===== src/rtl/rxbc_pkg.sv =====
package rxbc_pkg;

  typedef enum logic [0:0] {
    PH_OPEN   = 1'b0,
    PH_CLOSED = 1'b1
  } rxbc_phase_e;

  function automatic logic is_countable(input logic stb, input logic crc, input logic keep);
    return stb && (!crc || keep);
  endfunction

endpackage


===== src/rtl/rxbc_qualify.sv =====
module rxbc_qualify (
  input  logic clk,
  input  logic rst_n,
  input  logic frame_start,
  input  logic byte_stb,
  input  logic byte_is_crc,
  input  logic keep_crc_cfg,
  output logic countable
);
  import rxbc_pkg::*;

  logic keep_q;
  logic keep_eff;

  // CRC policy is captured once per frame; the start cycle itself uses the live pin.
  always_ff @(posedge clk) begin
    if (!rst_n)           keep_q <= 1'b0;
    else if (frame_start) keep_q <= keep_crc_cfg;
  end

  assign keep_eff  = frame_start ? keep_crc_cfg : keep_q;
  assign countable = is_countable(byte_stb, byte_is_crc, keep_eff);

endmodule


===== src/rtl/rxbc_phase.sv =====
module rxbc_phase (
  input  logic clk,
  input  logic rst_n,
  input  logic frame_start,
  input  logic frame_end,
  output logic closed
);
  import rxbc_pkg::*;

  rxbc_phase_e ph_q, ph_d;

  always_comb begin
    ph_d = ph_q;
    if (frame_end)        ph_d = PH_CLOSED;
    else if (frame_start) ph_d = PH_OPEN;
  end

  always_ff @(posedge clk) begin
    if (!rst_n) ph_q <= PH_CLOSED;
    else        ph_q <= ph_d;
  end

  assign closed = (ph_q == PH_CLOSED);

endmodule


===== src/rtl/rxbc_counter.sv =====
module rxbc_counter #(
  parameter int W = 12
) (
  input  logic         clk,
  input  logic         rst_n,
  input  logic         clr,
  input  logic         load_one,
  input  logic         inc,
  output logic [W-1:0] q
);
  localparam logic [W-1:0] TOP = {W{1'b1}};
  localparam logic [W-1:0] ONE = {{(W-1){1'b0}}, 1'b1};

  logic [W-1:0] cnt_q, cnt_d;

  always_comb begin
    cnt_d = cnt_q;
    if (clr)                    cnt_d = load_one ? ONE : '0;
    else if (inc && cnt_q != TOP) cnt_d = cnt_q + ONE;
  end

  always_ff @(posedge clk) begin
    if (!rst_n) cnt_q <= '0;
    else        cnt_q <= cnt_d;
  end

  assign q = cnt_q;

endmodule


===== src/rtl/rx_live_byte_count.sv =====
module rx_live_byte_count #(
  parameter int CNT_W = 12
) (
  input  logic             clk,
  input  logic             rst_n,
  input  logic             frame_start,
  input  logic             frame_end,
  input  logic             byte_stb,
  input  logic             byte_is_crc,
  input  logic             keep_crc_cfg,
  input  logic             host_rd,
  output logic [CNT_W-1:0] avail_count
);

  logic countable;
  logic closed;
  logic clr;
  logic inc;

  rxbc_qualify u_qual (
    .clk          (clk),
    .rst_n        (rst_n),
    .frame_start  (frame_start),
    .byte_stb     (byte_stb),
    .byte_is_crc  (byte_is_crc),
    .keep_crc_cfg (keep_crc_cfg),
    .countable    (countable)
  );

  rxbc_phase u_phase (
    .clk         (clk),
    .rst_n       (rst_n),
    .frame_start (frame_start),
    .frame_end   (frame_end),
    .closed      (closed)
  );

  // Restart wins over everything; a read only clears once the value is final.
  assign clr = frame_start || (closed && host_rd);
  assign inc = countable && !closed;

  rxbc_counter #(.W(CNT_W)) u_cnt (
    .clk      (clk),
    .rst_n    (rst_n),
    .clr      (clr),
    .load_one (frame_start && countable),
    .inc      (inc),
    .q        (avail_count)
  );

endmodule


===== config.mk =====
export PLATFORM = sky130hd
export DESIGN_NAME = rx_live_byte_count
export DESIGN_NICKNAME = d
export VERILOG_FILES = /design/src/rtl/rxbc_pkg.sv /design/src/rtl/rxbc_qualify.sv /design/src/rtl/rxbc_phase.sv /design/src/rtl/rxbc_counter.sv /design/src/rtl/rx_live_byte_count.sv
export SDC_FILE = /design/constraint.sdc
export NUM_CORES = 1
export LEC_CHECK = 0
export BUFFER_PORTS_ARGS = -buffer_cell sky130_fd_sc_hd__buf_2
export CELL_PAD_IN_SITES_DETAIL_PLACEMENT = 0
export CELL_PAD_IN_SITES_GLOBAL_PLACEMENT = 1
export CORE_AREA = 8 8 52 54
export CTS_BUF_LIST = sky130_fd_sc_hd__clkbuf_2 sky130_fd_sc_hd__clkbuf_4 sky130_fd_sc_hd__clkbuf_8
export DETAILED_ROUTE_END_ITERATION = 12
export DIE_AREA = 0 0 60 62
export MAX_ROUTING_LAYER = met4
export PLACE_DENSITY_LB_ADDON = 0.1
export SYNTH_ARGS = -nofsm -noshare
export SYNTH_HDL_FRONTEND = slang
export SYNTH_SLANG_ARGS = --single-unit

===== constraint.sdc =====
create_clock -name clk -period 5.3 [get_ports clk]
set_input_delay 1.06 -clock clk [delete_from_list [all_inputs] [get_ports clk]]
set_output_delay 1.06 -clock clk [all_outputs]
set_load 0.005 [all_outputs]

# Yosys cells after proc, flatten, opt, wreduce, memory -nomap -nowiden
# Cells that the tools add are included.
# W data, S select, Z words.
dict set report classes {
  n_addsub 1
  mul 0
  n_div 0
  n_lt_le_gt_ge 0
  eq_ne 1
  shift 0
  mux 4
  bitwise 1
  n_reduce_logical 11
}
# operator n
set op_table {}
lappend op_table {{$mux W12} 2}
lappend op_table {{$add A12 B1 Y12 const B} 1}
lappend op_table {{$ne A12 B12 Y1 const B} 1}
lappend op_table {{$logic_and A1 B1 Y1} 5}
lappend op_table {{$logic_not A1 Y1} 2}
lappend op_table {{$logic_or A1 B1 Y1} 2}
lappend op_table {{$mux W1} 2}
lappend op_table {{$reduce_bool A2 Y1} 1}
lappend op_table {{$reduce_or A2 Y1} 1}
lappend op_table {{$not A1 Y1} 1}
dict set report word_totals {
  regBits 14
  latch_bits 0
  ram_bits 0
  romBits 0
  inputBits 8
  out_inout_bits 12
  elab_cells 21
  memories 0
}

# Longest topological paths before layout
dict set report logic_depth {
  depth_word 7
  mapped_depth 6
  depth_no_buf 5
}

# Cells and area by module
# Synthesis repeated with hierarchy kept, for this count alone.
dict set report unflattened {
  cells_unflattened 79
  hier_area_um2 706.9
}
# module instances cells_per_inst area_per_inst_um2 seq_area_each_um2
set by_module_without_submodules {}
lappend by_module_without_submodules {rxbc_counter 1 69 609.3 240.2}
lappend by_module_without_submodules {rxbc_qualify 1 4 43.8 20.0}
lappend by_module_without_submodules {rxbc_phase 1 3 33.8 20.0}
lappend by_module_without_submodules {rx_live_byte_count 1 3 20.0 0.0}

# Worst setup path before layout
# OpenSTA, ideal clock, no wires.
dict set report synth_timing {
  kind {in2reg}
  from {input frame_start}
  to {register u_cnt.cnt_q[7] (netlist: u_cnt.q[7])}
  setup_ps 72
  arrival_ps 2224
  required_time_ps 5228
  slack_ps 3004
  cell_stages 5
  path_buffers 1
  cell_sequence {mux2i_1 a211o_4 buf_6 nor4_1 mux2i_1}
}
dict set report synth_between {
  elab_chain_cells 6
  word_cells_on_any_way 8
}
# item line_no
set synth_rtl {}
lappend synth_rtl {{start, declared} rx_live_byte_count.sv:6} ;# input logic frame_start,
lappend synth_rtl {{$mux W1} rxbc_qualify.sv:21} ;# assign keep_eff = frame_start ? keep_crc_cfg : keep_q;
lappend synth_rtl {{$logic_or A1 B1 Y1} rxbc_pkg.sv:9} ;# return stb && (!crc || keep);
lappend synth_rtl {{$logic_and A1 B1 Y1} rxbc_pkg.sv:9}
lappend synth_rtl {{$logic_and A1 B1 Y1} rx_live_byte_count.sv:40} ;# assign inc = countable && !closed;
lappend synth_rtl {{$logic_and A1 B1 Y1} rxbc_counter.sv:19} ;# else if (inc && cnt_q != TOP) cnt_d = cnt_q + ONE;
lappend synth_rtl {{$reduce_bool A2 Y1 (no line)} n/a}
lappend synth_rtl {{end signal, assigned} rxbc_counter.sv:24} ;# else cnt_q <= cnt_d;
lappend synth_rtl {{end, declared} rxbc_counter.sv:14} ;# logic [W-1:0] cnt_q, cnt_d;
# Several ways; a longest one is shown, not always the timed one.
# A chain may end at the register's enable or synchronous reset.

# Worst setup path in the final report
dict set report layout_timing {
  from {register u_cnt.cnt_q[0] (netlist: u_cnt.q[0])}
  to {register u_cnt.cnt_q[1] (netlist: u_cnt.q[1])}
}
dict set report layout_between {
  elab_chain_cells 3
  word_cells_on_any_way 6
}
# item line_no
set layout_rtl {}
lappend layout_rtl {{$add A12 B1 Y12 or $ne A12 B12 Y1 (tied branches)} rxbc_counter.sv:19}
lappend layout_rtl {{$mux W12 or $logic_and A1 B1 Y1 (tied branches)} rxbc_counter.sv:19}
lappend layout_rtl {{$mux W12 or $reduce_bool A2 Y1 (tied branches)} n/a}
# Several ways; a longest one is shown, not always the timed one. The select of a mux whose other input is x is not followed.

==> impl.org <==
** Outcome
- The flow ran to the end, and the final reports show no timing, DRC or antenna violations.

** Timing
- Transition time of the tightest slew-check pin :: 1.165 ns
- The worst path uses 43.80% of the clock period.
- Setup violations remaining at the end of the flow were counted as 0.
- The number of hold-slack violations in the final timing report came to 0.
- The smallest clock period supported by the final layout is computed as 2.321 ns.
- Setup total negative slack on the finished layout was measured at 0 ns.
- Number of slew-limit violations in the final report :: 0
- Setup repair after global routing left no endpoint under its margin.
- Maximum clock skew at final layout :: 0.005983 ns
- In this run the tightest slew margin relative to its limit is 21.60%.
- Derived from the worst setup path, the maximum achievable clock frequency is 430.8 MHz.

** Route
- Number of remaining DRC errors :: 0
- Vias per std cell :: 5.412
- The count of nets left with antenna violations once routing finished came out at 0.
- After detailed routing, the average wire length per cell comes to 13.29 um.
- Detailed Route WL :: 1.807 mm
- 1st-pass router iterations :: 4
- DRT iter0 DRCs :: 9
- Via Count :: 736

** Synthesis
- Yosys printed 0 warnings.
- Share of synthesized area occupied by flip-flops and latches :: 36.66%
- Cell taking the most area after synthesis :: dfxtp_1
- When the netlist entered floorplanning its net count stood at 97.
- In the synthesized netlist the async set-or-reset flop fraction comes to 0%.
- Netlist Area Pre-Place :: 764.5 um^2
- The synthesized netlist contains 31 unique library cells.
- By count the netlist is led by 14 x dfxtp_1, 9 x nand2_1, 8 x a21oi_1.
- Top_reg_cell synth :: dfxtp_1
- Mean post-synth cell area :: 8.687 um^2
- In this run, synthesis produced a sequential element count of 14.
- Most common cell in the netlist :: dfxtp_1
- Area contributors post-synth :: dfxtp_1 37%, o31ai_1 5.9%, or4_1 5.9%
- The synthesized design contains 0 enable-type register cells.
- Cells after synthesis :: 88
- Summed over its instances, the top area cell type makes up 36.66% of the synthesized netlist area.

** Worst setup path
- R2R setup slack :: 2.98 ns
- Data on the critical path arrives at its endpoint at 2.54 ns.
- Worst setup path endpoint :: u_cnt.q[1]
- The worst register-to-register path begins at u_cnt.q[0].
- STA puts the critical path data required time at 5.52 ns.
- Worst R2R Path Depth :: 6
- Crit Path Class :: flop to flop
- Worst Setup SP :: u_cnt.q[0]
- In this run the worst path has a maximum fanout of 8.
- STA classifies the critical path startpoint as a flop.
- The worst setup path is captured at a flop.
- In this run the critical register-to-register path is captured at u_cnt.q[1].

** Clocking
- After clock tree synthesis, the setup repair step added 0 buffers.
- Clock latency on the worst-skew pair :: 0.28 ns
- Clock transition at path regs :: 0.09 ns
- Clock sink total :: 14
- Max clock buf depth :: 2
- Buffers inserted to repair hold after CTS numbered 0.
- In this run the number of H-tree levels came out at 1.
- Clock root cell :: clkbuf_4
- TritonCTS built the clock tree.
- Cts bufs inserted :: 3
- After clock tree synthesis, the repair step resized 0 gates.

** Global routing
- Overall track demand over capacity in global routing :: 11.39%
- Wire length of the first global-routing pass :: 3.167 mm
- After global routing the overflow that remains totals 0.
- The number of global-route vias before repair came to 724.
- Largest net degree at the start of global routing :: 19
- Initial antenna violation count :: 0

** Final layout
- For this run, the post-layout net count is 119.
- From synthesis to final layout, the design area changed by 19.97%.
- Fraction of layout instances using a drive strength above 1 :: 29.36%
- The number of antenna diodes in the final layout is 0.
- Utilization of the core after routing :: 48.22%

** Die
- Chip Height :: 62 um
- Once the floorplan was initialized, standard cells occupied 40.20% of the core.
- During I/O placement, the number of pins put on the boundary was 20.
- Area of the core :: 0.001902 mm^2
- The die covers 0.003720 mm^2.
- Row generation in the floorplan step produced 16 rows.
- X dimension of the die :: 60 um

** Placement
- At the end of routability-driven placement, the weighted congestion stood at 0.7273.
- Summed over all nets, the half-perimeter wirelength after detailed placement is 1.333 mm.
- Input and output buffers added on the ports amount to 19.

** Flow run
- Max-cap viol count :: 0

** Worst hold path
- The worst hold path belongs to the class flop to flop.

** Pwr
- Power Density :: 218.9 mW/mm^2
- Across the VDD grid, the largest voltage drop is 0.09911 mV.
- In this run the static leakage power is 0.3410 nW.
-- per-stage QoR --
step | total power [W] | cell area, um^2 | hold WS, ns | instances | setup WS [ns]
finish | 0.0002008 | 917.1 | 0.4893 | 136 | 2.979
global route | 0.0002105 | 917.1 | 0.5381 | 136 | 2.683
CTS | 0.0002038 | 917.1 | 0.4918 | 136 | 2.978
detailed placement | 0.0001246 | 880.8 | 0.4770 | 132 | 2.768
global placement | 0.0001245 | 880.8 | 0.4721 | 132 | 2.793
floorplan | 0.0001192 | 764.5 | 0.4720 | 88 | 3.004
-- cell type report --
cell class              instances  area [um^2]
multi-input cells              66        445.4
repair buffers                 20        102.6
flip-flops and latches         14        280.3
fillers                       200        984.7
inverters                       5        18.77
well taps                      27        33.78
clock buffers                   4        36.28
-- worst min path at each step --
stage | end | slack, ns | startpoint | depth (start not counted)
5_1_grt | u_cnt.q[9] | 0.54 | u_cnt.q[9] | 2
6_report | u_cnt.q[11] | 0.49 | u_cnt.q[11] | 2
4_1_cts | u_cnt.q[11] | 0.49 | u_cnt.q[11] | 2
3_5_place_dp | u_cnt.q[11] | 0.48 | u_cnt.q[11] | 2
3_3_place_gp | u_cnt.q[11] | 0.47 | u_cnt.q[11] | 2
2_1_floorplan | u_cnt.q[11] | 0.47 | u_cnt.q[11] | 2
-- kinds of logic (layout without fill, tap and decap cells) --
group	after synthesis	in the layout	synth area share, %
DFF	14	14	36.66
muxes	4	4	5.238
AOI/OAI and AO/OA	24	24	23.24
buffers and inverters	8	29	5.073
and+or+nand+nor	37	37	28.15
adders and majority gates	1	1	1.636
-- layer usage --
layer  global-route usage, %  vias up  share of wire [%]
met5                       -        -                  0
met4                   6.122        0                1.4
met3                   3.498        4                4.4
met2                   16.62       15                 43
met1                   13.73      335                 51
li1                        -      382                  -
-- power breakdown --
| group | internal (W) | switching (W) | total [W] |
|---|---|---|---|
| clock network | 0.0000418 | 0.0000369 | 0.0000787 |
| logic | 0.00000619 | 0.00000805 | 0.0000142 |
| registers | 0.000106 | 0.00000132 | 0.000108 |
-- worst max-delay path, cell delays in order, from the launching register on --
cell and delay, ns:
dfxtp_1 0.42, ha_1 0.25, nand2_1 0.09, nor4_1 0.99, buf_4 0.28, o21ai_0 0.07
a21oi_1 0.14
-- flip-flops by register name, indices dropped and copies added, names as in the netlist --
name,flops
u_cnt.q,12
u_phase.closed,1
u_qual.keep_q,1
-- placed cells by master, fill, tap and decap left out --
cell and count:
a211o_1 1, a211o_4 1, a211oi_1 1, a21o_2 1, a21oi_1 8, a221oi_2 1, a31o_2 1, and3_1 1
buf_2 19, buf_4 1, clkbuf_4 3, clkbuf_8 1, dfxtp_1 14, ha_1 1, inv_1 5, mux2i_1 4
nand2_1 9, nand3_1 5, nand4_1 1, nand4_2 1, nor2_1 4, nor4_1 3, nor4b_1 1, o2111ai_1 1
o211ai_1 1, o21ai_0 2, o31ai_1 6, or2_2 1, or3_1 3, or3_2 1, or4_1 6, or4_4 1
Note: power is estimated with default switching activity, not from simulation.
